[src/rtl/conv_sec_pkg.sv]
package conv_sec_pkg;
  localparam int TAPS_D   = 16;
  localparam int DATA_W_D = 16;
  localparam int COEF_W_D = 16;
  localparam int ACC_W_D  = 40;
endpackage

[src/rtl/conv_coef_store.sv]
module conv_coef_store #(
  parameter int TAPS   = conv_sec_pkg::TAPS_D,
  parameter int COEF_W = conv_sec_pkg::COEF_W_D,
  localparam int AW    = $clog2(TAPS)
) (
  input  logic              clk_i,
  input  logic              rst_ni,
  input  logic              we_i,
  input  logic [AW-1:0]     waddr_i,
  input  logic [COEF_W-1:0] wdata_i,
  input  logic [AW-1:0]     rd_idx_i,
  output logic [COEF_W-1:0] rd_data_o
);
  logic [COEF_W-1:0] mem_q [TAPS];
  logic [AW-1:0]     waddr_inv;

  // data meets the highest address first, so store in reversed order
  assign waddr_inv = ~waddr_i;

  for (genvar g = 0; g < TAPS; g++) begin : g_word
    always_ff @(posedge clk_i or negedge rst_ni) begin
      if (!rst_ni)                                 mem_q[g] <= '0;
      else if (we_i && (waddr_inv == AW'(g)))      mem_q[g] <= wdata_i;
    end
  end

  assign rd_data_o = mem_q[rd_idx_i];
endmodule

[src/rtl/conv_delay_line.sv]
module conv_delay_line #(
  parameter int TAPS   = conv_sec_pkg::TAPS_D,
  parameter int DATA_W = conv_sec_pkg::DATA_W_D,
  localparam int AW    = $clog2(TAPS)
) (
  input  logic              clk_i,
  input  logic              rst_ni,
  input  logic              adv_i,
  input  logic [DATA_W-1:0] din_i,
  input  logic [AW-1:0]     rd_idx_i,
  output logic [DATA_W-1:0] rd_data_o,
  output logic [DATA_W-1:0] oldest_o
);
  // slot 0 oldest, slot TAPS-1 newest
  logic [DATA_W-1:0] dl_q [TAPS];

  for (genvar g = 0; g < TAPS; g++) begin : g_slot
    if (g == TAPS - 1) begin : g_head
      always_ff @(posedge clk_i or negedge rst_ni) begin
        if (!rst_ni)    dl_q[g] <= '0;
        else if (adv_i) dl_q[g] <= din_i;
      end
    end else begin : g_body
      always_ff @(posedge clk_i or negedge rst_ni) begin
        if (!rst_ni)    dl_q[g] <= '0;
        else if (adv_i) dl_q[g] <= dl_q[g+1];
      end
    end
  end

  assign rd_data_o = dl_q[rd_idx_i];
  assign oldest_o  = dl_q[0];
endmodule

[src/rtl/conv_mac_seq.sv]
module conv_mac_seq #(
  parameter int TAPS  = conv_sec_pkg::TAPS_D,
  parameter int PW    = 32,
  parameter int ACC_W = conv_sec_pkg::ACC_W_D,
  localparam int AW   = $clog2(TAPS)
) (
  input  logic             clk_i,
  input  logic             rst_ni,
  input  logic             go_i,
  input  logic [PW-1:0]    prod_i,
  output logic [AW-1:0]    idx_o,
  output logic             busy_o,
  output logic [ACC_W-1:0] result_o
);
  logic [AW-1:0]    idx_q;
  logic             busy_q;
  logic [ACC_W-1:0] acc_q, result_q, prod_ext, acc_nx;

  assign prod_ext = {{(ACC_W-PW){prod_i[PW-1]}}, prod_i};
  assign acc_nx   = acc_q + prod_ext;

  always_ff @(posedge clk_i or negedge rst_ni) begin
    if (!rst_ni) begin
      idx_q    <= '0;
      busy_q   <= 1'b0;
      acc_q    <= '0;
      result_q <= '0;
    end else if (go_i) begin
      idx_q  <= AW'(TAPS - 1);
      busy_q <= 1'b1;
      acc_q  <= '0;
    end else if (busy_q) begin
      acc_q <= acc_nx;
      idx_q <= idx_q - 1'b1;
      if (idx_q == '0) begin
        busy_q   <= 1'b0;
        result_q <= acc_nx;
      end
    end
  end

  assign idx_o    = idx_q;
  assign busy_o   = busy_q;
  assign result_o = result_q;
endmodule

[src/rtl/conv_section.sv]
module conv_section #(
  parameter int TAPS   = conv_sec_pkg::TAPS_D,
  parameter int DATA_W = conv_sec_pkg::DATA_W_D,
  parameter int COEF_W = conv_sec_pkg::COEF_W_D,
  parameter int ACC_W  = conv_sec_pkg::ACC_W_D,
  localparam int AW    = $clog2(TAPS),
  localparam int PW    = DATA_W + COEF_W
) (
  input  logic              clk_i,
  input  logic              rst_ni,
  input  logic              en_i,
  input  logic              start_i,
  input  logic [DATA_W-1:0] sample_i,
  output logic [DATA_W-1:0] shift_o,
  input  logic [AW-1:0]     coef_waddr_i,
  input  logic [COEF_W-1:0] coef_wdata_i,
  input  logic              coef_we_i,
  output logic [ACC_W-1:0]  result_o
);
  logic              busy_w, go_w;
  logic [AW-1:0]     idx_w;
  logic [DATA_W-1:0] tap_w;
  logic [COEF_W-1:0] coef_w;
  logic [PW-1:0]     prod_w;

  assign go_w   = start_i & en_i & ~busy_w;
  assign prod_w = PW'($signed(tap_w) * $signed(coef_w));

  conv_coef_store #(.TAPS(TAPS), .COEF_W(COEF_W)) u_coef (
    .clk_i, .rst_ni,
    .we_i      (coef_we_i),
    .waddr_i   (coef_waddr_i),
    .wdata_i   (coef_wdata_i),
    .rd_idx_i  (idx_w),
    .rd_data_o (coef_w)
  );

  conv_delay_line #(.TAPS(TAPS), .DATA_W(DATA_W)) u_dl (
    .clk_i, .rst_ni,
    .adv_i     (go_w),
    .din_i     (sample_i),
    .rd_idx_i  (idx_w),
    .rd_data_o (tap_w),
    .oldest_o  (shift_o)
  );

  conv_mac_seq #(.TAPS(TAPS), .PW(PW), .ACC_W(ACC_W)) u_mac (
    .clk_i, .rst_ni,
    .go_i     (go_w),
    .prod_i   (prod_w),
    .idx_o    (idx_w),
    .busy_o   (busy_w),
    .result_o (result_o)
  );
endmodule

[config.mk]
export PLATFORM = sky130hd
export DESIGN_NAME = conv_section
export DESIGN_NICKNAME = d
export VERILOG_FILES = /design/src/rtl/conv_sec_pkg.sv /design/src/rtl/conv_coef_store.sv /design/src/rtl/conv_delay_line.sv /design/src/rtl/conv_mac_seq.sv /design/src/rtl/conv_section.sv
export SDC_FILE = /design/constraint.sdc
export NUM_CORES = 2
export LEC_CHECK = 0
export ABC_AREA = 1
export BUFFER_PORTS_ARGS = -buffer_cell sky130_fd_sc_hd__buf_2
export CORE_MARGIN = 2
export CORE_UTILIZATION = 60
export CTS_CLUSTER_SIZE = 14
export DETAILED_ROUTE_END_ITERATION = 12
export MAX_ROUTING_LAYER = met4
export PLACE_DENSITY = 0.83
export SYNTH_ARGS = -nofsm -noshare
export SYNTH_HDL_FRONTEND = slang
export SYNTH_HIERARCHICAL = 1
export SYNTH_SLANG_ARGS = --single-unit
export TNS_END_PERCENT = 20
[constraint.sdc]
create_clock -name clk_i -period 14.5 [get_ports clk_i]
set_input_delay 0 -clock clk_i [delete_from_list [all_inputs] [get_ports clk_i]]
set_output_delay 0 -clock clk_i [all_outputs]
set_load 0.05 [all_outputs]
Word level (Yosys, flattened, before mapping)
Cells that the tools add are included.
{"block": "totals", "ff_bits": 597, "latch_bits": 0, "ram_bits": 0, "rom_bits": 0, "output_inout_bits": 56, "memories": 0}
{"block": "classes", "add_sub_neg": 2, "mul": 1, "div_mod_pow": 0, "magnitude_cmp": 1, "n_eq_ne": 15, "shift": 0, "muxes": 13, "n_bitwise": 6, "reduce_logical": 20}
{"op": "binary-select mux 16 bit (select 4 bit)", "n": 2}
{"op": "two-way mux 40 bit", "n": 2}
{"op": "two-way mux 16 bit", "n": 4}
{"op": "adder 40 bit", "n": 1}
{"op": "== test 4 bit (second input constant)", "n": 8}
{"op": "multiplier 16 x 16 -> 32 bit", "n": 1}
{"op": "== test 4 x 3 -> 1 bit (second input constant)", "n": 4}
{"op": "logical AND 1 bit", "n": 16}
{"op": "== test 4 x 2 -> 1 bit (second input constant)", "n": 2}
{"op": "zero test 4 bit", "n": 2}
{"op": "two-way mux 4 bit", "n": 2}
{"op": ">= comparator 5 bit (second input constant)", "n": 1}
{"op": "inverter 4 -> 5 bit", "n": 1}
{"op": "== test 4 x 1 -> 1 bit (second input constant)", "n": 1}
{"op": "inverter 4 bit", "n": 1}
{"op": "subtractor 4 x 1 -> 4 bit (second input constant)", "n": 1}
{"op": "two-way mux 1 bit", "n": 3}
{"op": "AND reduction 3 bit", "n": 1}
{"op": "bitwise AND 1 bit", "n": 2}
{"op": "inverter 1 bit", "n": 2}
{"op": "nonzero test 2 bit", "n": 1}

Logic depth before layout (Yosys ltp)
{"block": "logic_depth", "depth_word": 8, "depth_mapped": 46}

Hierarchy
The synthesis kept the hierarchy.
{"mod": "conv_delay_line", "n_inst": 1, "cells_each": 1648, "area_per_inst_um2": 12527.0, "seq_area_each_um2": 6406.1}
{"mod": "conv_coef_store", "n_inst": 1, "cells_each": 1654, "area_per_inst_um2": 12473.2, "seq_area_each_um2": 6406.1}
{"mod": "conv_section", "n_inst": 1, "cells_each": 1427, "area_per_inst_um2": 10814.1, "seq_area_each_um2": 0.0}
{"mod": "conv_mac_seq", "n_inst": 1, "cells_each": 946, "area_per_inst_um2": 6174.7, "seq_area_each_um2": 2127.0}

Least setup slack after synthesis
Ideal clock, no wire load.
{"block": "synth_timing", "kind": "register -> register", "start": "reg u_mac.idx_q[0] (netlist: u_mac/idx_o[0])", "end": "reg u_mac.result_q[36] (netlist: u_mac/result_o[36])", "setup_ns": 0.118, "arrival_ns": 7.493, "slack_ns": 6.890, "stages_incl_launch_ff": 42, "path_buffers": 5, "period_less_slack_ns": 7.610, "cell_sequence": "dfrtp_1 buf_2 inv_2 buf_4 buf_2 nand2_1 nand3_1 nand3_1 nand3_1 nand2_1 clkbuf_1 clkbuf_1 nand2_1 fa_1 inv_1 fa_1 fa_1 fa_1 [6 not listed] inv_1 nand2_1 and2_1 nand2_1 nand2_1 nand2_1 nor2_2 nand3_2 nand2_1 ha_1 a21oi_1 inv_1 o21ai_0 nand2_1 a21oi_1 nand3_1 nand3_1 nand2_1"}
{"block": "synth_via", "elab_chain_cells": 6, "word_cells_on_any_way": 11}
{"element": "start, declared", "line_no": "conv_mac_seq.sv:15", "rtl": "logic [AW-1:0] idx_q;"}
{"element": "start signal, assigned", "line_no": "conv_mac_seq.sv:29", "rtl": "idx_q <= AW'(TAPS - 1);"}
{"element": "start signal, assigned", "line_no": "conv_mac_seq.sv:34", "rtl": "idx_q <= idx_q - 1'b1;"}
{"element": "inverter 4 -> 5 bit (implied by the code)", "line_no": "conv_coef_store.sv:27", "rtl": "assign rd_data_o = mem_q[rd_idx_i];"}
{"element": "binary-select mux 16 bit (select 4 bit)", "line_no": "conv_coef_store.sv:27"}
{"element": "two-way mux 16 bit (implied by the code) (2 in series)", "line_no": "conv_coef_store.sv:27"}
{"element": "net coef_w[5]", "line_no": "conv_section.sv:23", "rtl": "logic [COEF_W-1:0] coef_w;"}
{"element": "multiplier 16 x 16 -> 32 bit", "line_no": "conv_section.sv:27", "rtl": "assign prod_w = PW'($signed(tap_w) * $signed(coef_w));"}
{"element": "net prod_w[31]", "line_no": "conv_section.sv:24", "rtl": "logic [PW-1:0] prod_w;"}
{"element": "adder 40 bit", "line_no": "conv_mac_seq.sv:20", "rtl": "assign acc_nx = acc_q + prod_ext;"}
{"element": "end signal, assigned", "line_no": "conv_mac_seq.sv:37", "rtl": "result_q <= acc_nx;"}
{"element": "end, declared", "line_no": "conv_mac_seq.sv:17", "rtl": "logic [ACC_W-1:0] acc_q, result_q, prod_ext, acc_nx;"}
The timed path passes the listed nets, and every way through them passes these cells. The select of a mux whose other input is x is not followed.
A chain may end at the register's enable or synchronous reset.

Final worst setup path
Same ends and word-level chain as after synthesis.

==> results.json <==
{
  "status": "finished with violations",
  "violations": "hold timing",
  "antenna_found_initial": 9,
  "synth_top_area_share_pct": 35.6,
  "drc": 0,
  "synth_most_common_cell": "nand2_1",
  "first_iter_violations": 3884,
  "yosys_warnings": 6,
  "cp-end-kind": "flop",
  "area_growth_pct": 7.12,
  "crit_start": "u_mac/idx_o[0]",
  "clock_skew_ns": 0.0320,
  "max_cap_violations": 0,
  "slew_headroom_pct": 23.8,
  "critPathMostFrequentCell": "nand2_1",
  "fp.dieH_um": 269,
  "die_area_um2": 72100,
  "syn_nets": 6101,
  "ys_types": 41,
  "rr_endpoint": "u_mac/result_o[36]",
  "avgRoutedWirePerCell_um": 16.9,
  "place.gp.congestion": 0.973,
  "critPathCapture": "u_mac/result_o[36]",
  "synthTopCellsByCount": "nand2_1, inv_1, dfrtp_1, nand3_1, o21ai_0",
  "ys_seq_elements": 597,
  "seqCellArea_um2": 14900,
  "rows": 96,
  "root_buffer": "clkbuf_16",
  "cp-start-kind": "flop",
  "grt_pass1_wl_mm": 183,
  "clk_path_buf_depth": 3,
  "postSynthAreaPerCell_um2": 7.40,
  "clk_latency_ns": 0.63,
  "hold_slack_ns": -0.00645,
  "r2r-start": "u_mac/idx_o[0]",
  "worst_slew_pin_slew_ns": 1.14,
  "initial_core_util_pct": 60.9,
  "cts_sinks": 597,
  "synthCells": 5675,
  "antenna_left": 0,
  "critPathMaxFanout": 73,
  "cts_buffers": 66,
  "grtUsageTotal_pct": 32.7,
  "grt_overflow": 0,
  "path_class": "reg2reg",
  "reg2reg_slack_ns": 3.89,
  "synth_ff_type": "dfrtp_1",
  "post-route-period-util_pct": 73.2,
  "vias_per_cell": 5.51,
  "grt_use_met2_pct": 51.3,
  "design.core.area_um2": 68900,
  "multi_input_area_um2": 21300,
  "slowest_delay_ns": 0.86,
  "final_nets": 6018,
  "firstDrtPassIters": 8,
  "grt_pass1_vias": 35700,
  "port_buffers": 96,
  "layout-drive-gt1-share_pct": 6.24,
  "async_flop_share_pct": 100,
  "chipWidth_um": 269,
  "use_met1_pct": 43.2,
  "critical_path.slowest_cell": "fa_1",
  "hold_violations": 3,
  "drv_slew": 0,
  "grt_max_degree": 172,
  "synth_edf_count": 0,
  "arrival_ns": 11.12,
  "timing.final.crit_period_ns": 10.61,
  "fill_cells": 5893,
  "clkTransAtPathRegs_ns": 0.06,
  "rsz0062_at_grt": "no",
  "synth_area_leaders": "dfrtp_1, nand2_1, fa_1, inv_1, nand3_1",
  "setup_violations": 0,
  "ys_seq_area_share_pct": 35.6,
  "syn_area_um2": 42000,
  "cts_setup_buffers": 0,
  "drt-total-wl_mm": 111,
  "busiest_layer": "met2",
  "rr_worst_depth": 38,
  "io_pins": 97,
  "synth_top_area_cell": "dfrtp_1",
  "fin_tns_setup_ns": 0,
  "hold_class": "in2async",
  "cts_tree": "done",
  "dr_total_vias": 36200,
  "met3_usage_pct": 5.00,
  "fmax_mhz": 94.3,
  "dp_hpwl_mm": 74.2,
  "h-tree-depth": 3,
  "worstPathRequired_ns": 15.02
}
logic make-up (layout without fill, tap and decap cells):
logic type	count (synthesis)	count (layout)	synth area share (%)
XOR/XNOR	46	46	0.960
adder cells (fa/ha/maj)	385	385	16.2
buffers and inverters	1422	1386	13.7
AO/OA/AOI/OAI	677	677	8.19
AND/OR/NAND/NOR	2548	2548	25.4
flip-flops	597	597	35.6
other	0	6	0
sequential cells by signal, summed over array words and instances, names as in the netlist:
| register | flops |
|---|---|
| u_mac/acc_q | 40 |
| u_dl/dl_q | 240 |
| u_coef/mem_q | 256 |
| u_mac/result_o | 40 |
| u_dl/oldest_o | 16 |
| u_mac/idx_o | 4 |
| u_mac/busy_o | 1 |
metal layers:
metal	part of all wire, %	up-vias
met5	0	-
met4	4.0	0
met3	8.3	324
met2	46	1604
met1	41	17300
li1	-	17000
critical path: cells and delay by family (launching register included):
kind | cells | cell delay, ns
buffers and inverters | 8 | 1.95
AO/OA/AOI/OAI | 3 | 0.62
flip-flops | 1 | 0.77
AND/OR/NAND/NOR | 19 | 2.88
adder cells (fa/ha/maj) | 8 | 4.17
through the flow:
stage / utilization (%) / std cells / cell area, um2 / worst slack, ns
global route: 65.2 / 6576 / 45000 / 3.17
finish: 65.2 / 6576 / 45000 / 3.89
detailed placement: 61.4 / 6422 / 42400 / 4.14
CTS: 65.2 / 6570 / 45000 / 4.08
global placement: 61.4 / 6422 / 42400 / 4.31
floorplan: - / 5675 / 42000 / 6.89
area by class of cell:
type / count / share of cell area [%]
antenna: 6 / 0.0334
multi-input combinational: 3656 / 47.4
clock buffer: 94 / 4.29
timing repair buffer: 163 / 2.42
sequential: 597 / 33.2
clock inverter: 21 / 0.776
inverter: 1108 / 9.25
tap: 931 / 2.59
repair_timing:
| item | in CTS | in global routing |
|---|---|---|
| hold buffers | 33 | 0 |
| resized for setup | 0 | 0 |
| endpoints found under the hold margin | 377 | 0 |
| setup endpoints to repair | 0 | 0 |
placed cells by master (no fill, tap or decap), types with 14 or more instances in the layout:
master         count
nand3_1          522
dlygate4sd3_1     33
inv_2             14
inv_1           1092
buf_4             33
dfrtp_1          594
xor2_1            33
nand4_1           15
nor2_1           102
nor2_2            21
clkbuf_8          15
fa_1             263
nand2_1         1797
o21ai_0          381
ha_1             122
clkbuf_16         67
buf_2             95
a21oi_1           67
nand2_2           32
o21ai_1          210
how the worst min path moves through the flow:
stage / slack, ns / end / cells after the start / from
6_report: -0.006 / u_dl/dl_q[68] / 2 / rst_ni
5_1_grt: 0.08 / u_dl/dl_q[36] / 2 / rst_ni
4_1_cts: 0.05 / u_coef/mem_q[103] / 5 / coef_waddr_i[2]
3_5_place_dp: 0.12 / u_dl/dl_q[84] / 1 / rst_ni
3_3_place_gp: 0.12 / u_dl/dl_q[100] / 1 / rst_ni
2_1_floorplan: -0.30 / u_coef/mem_q[0] / 0 / rst_ni
Power is not shown: default switching activity piles up to over one toggle a cycle in this logic, so the estimate is an artifact.
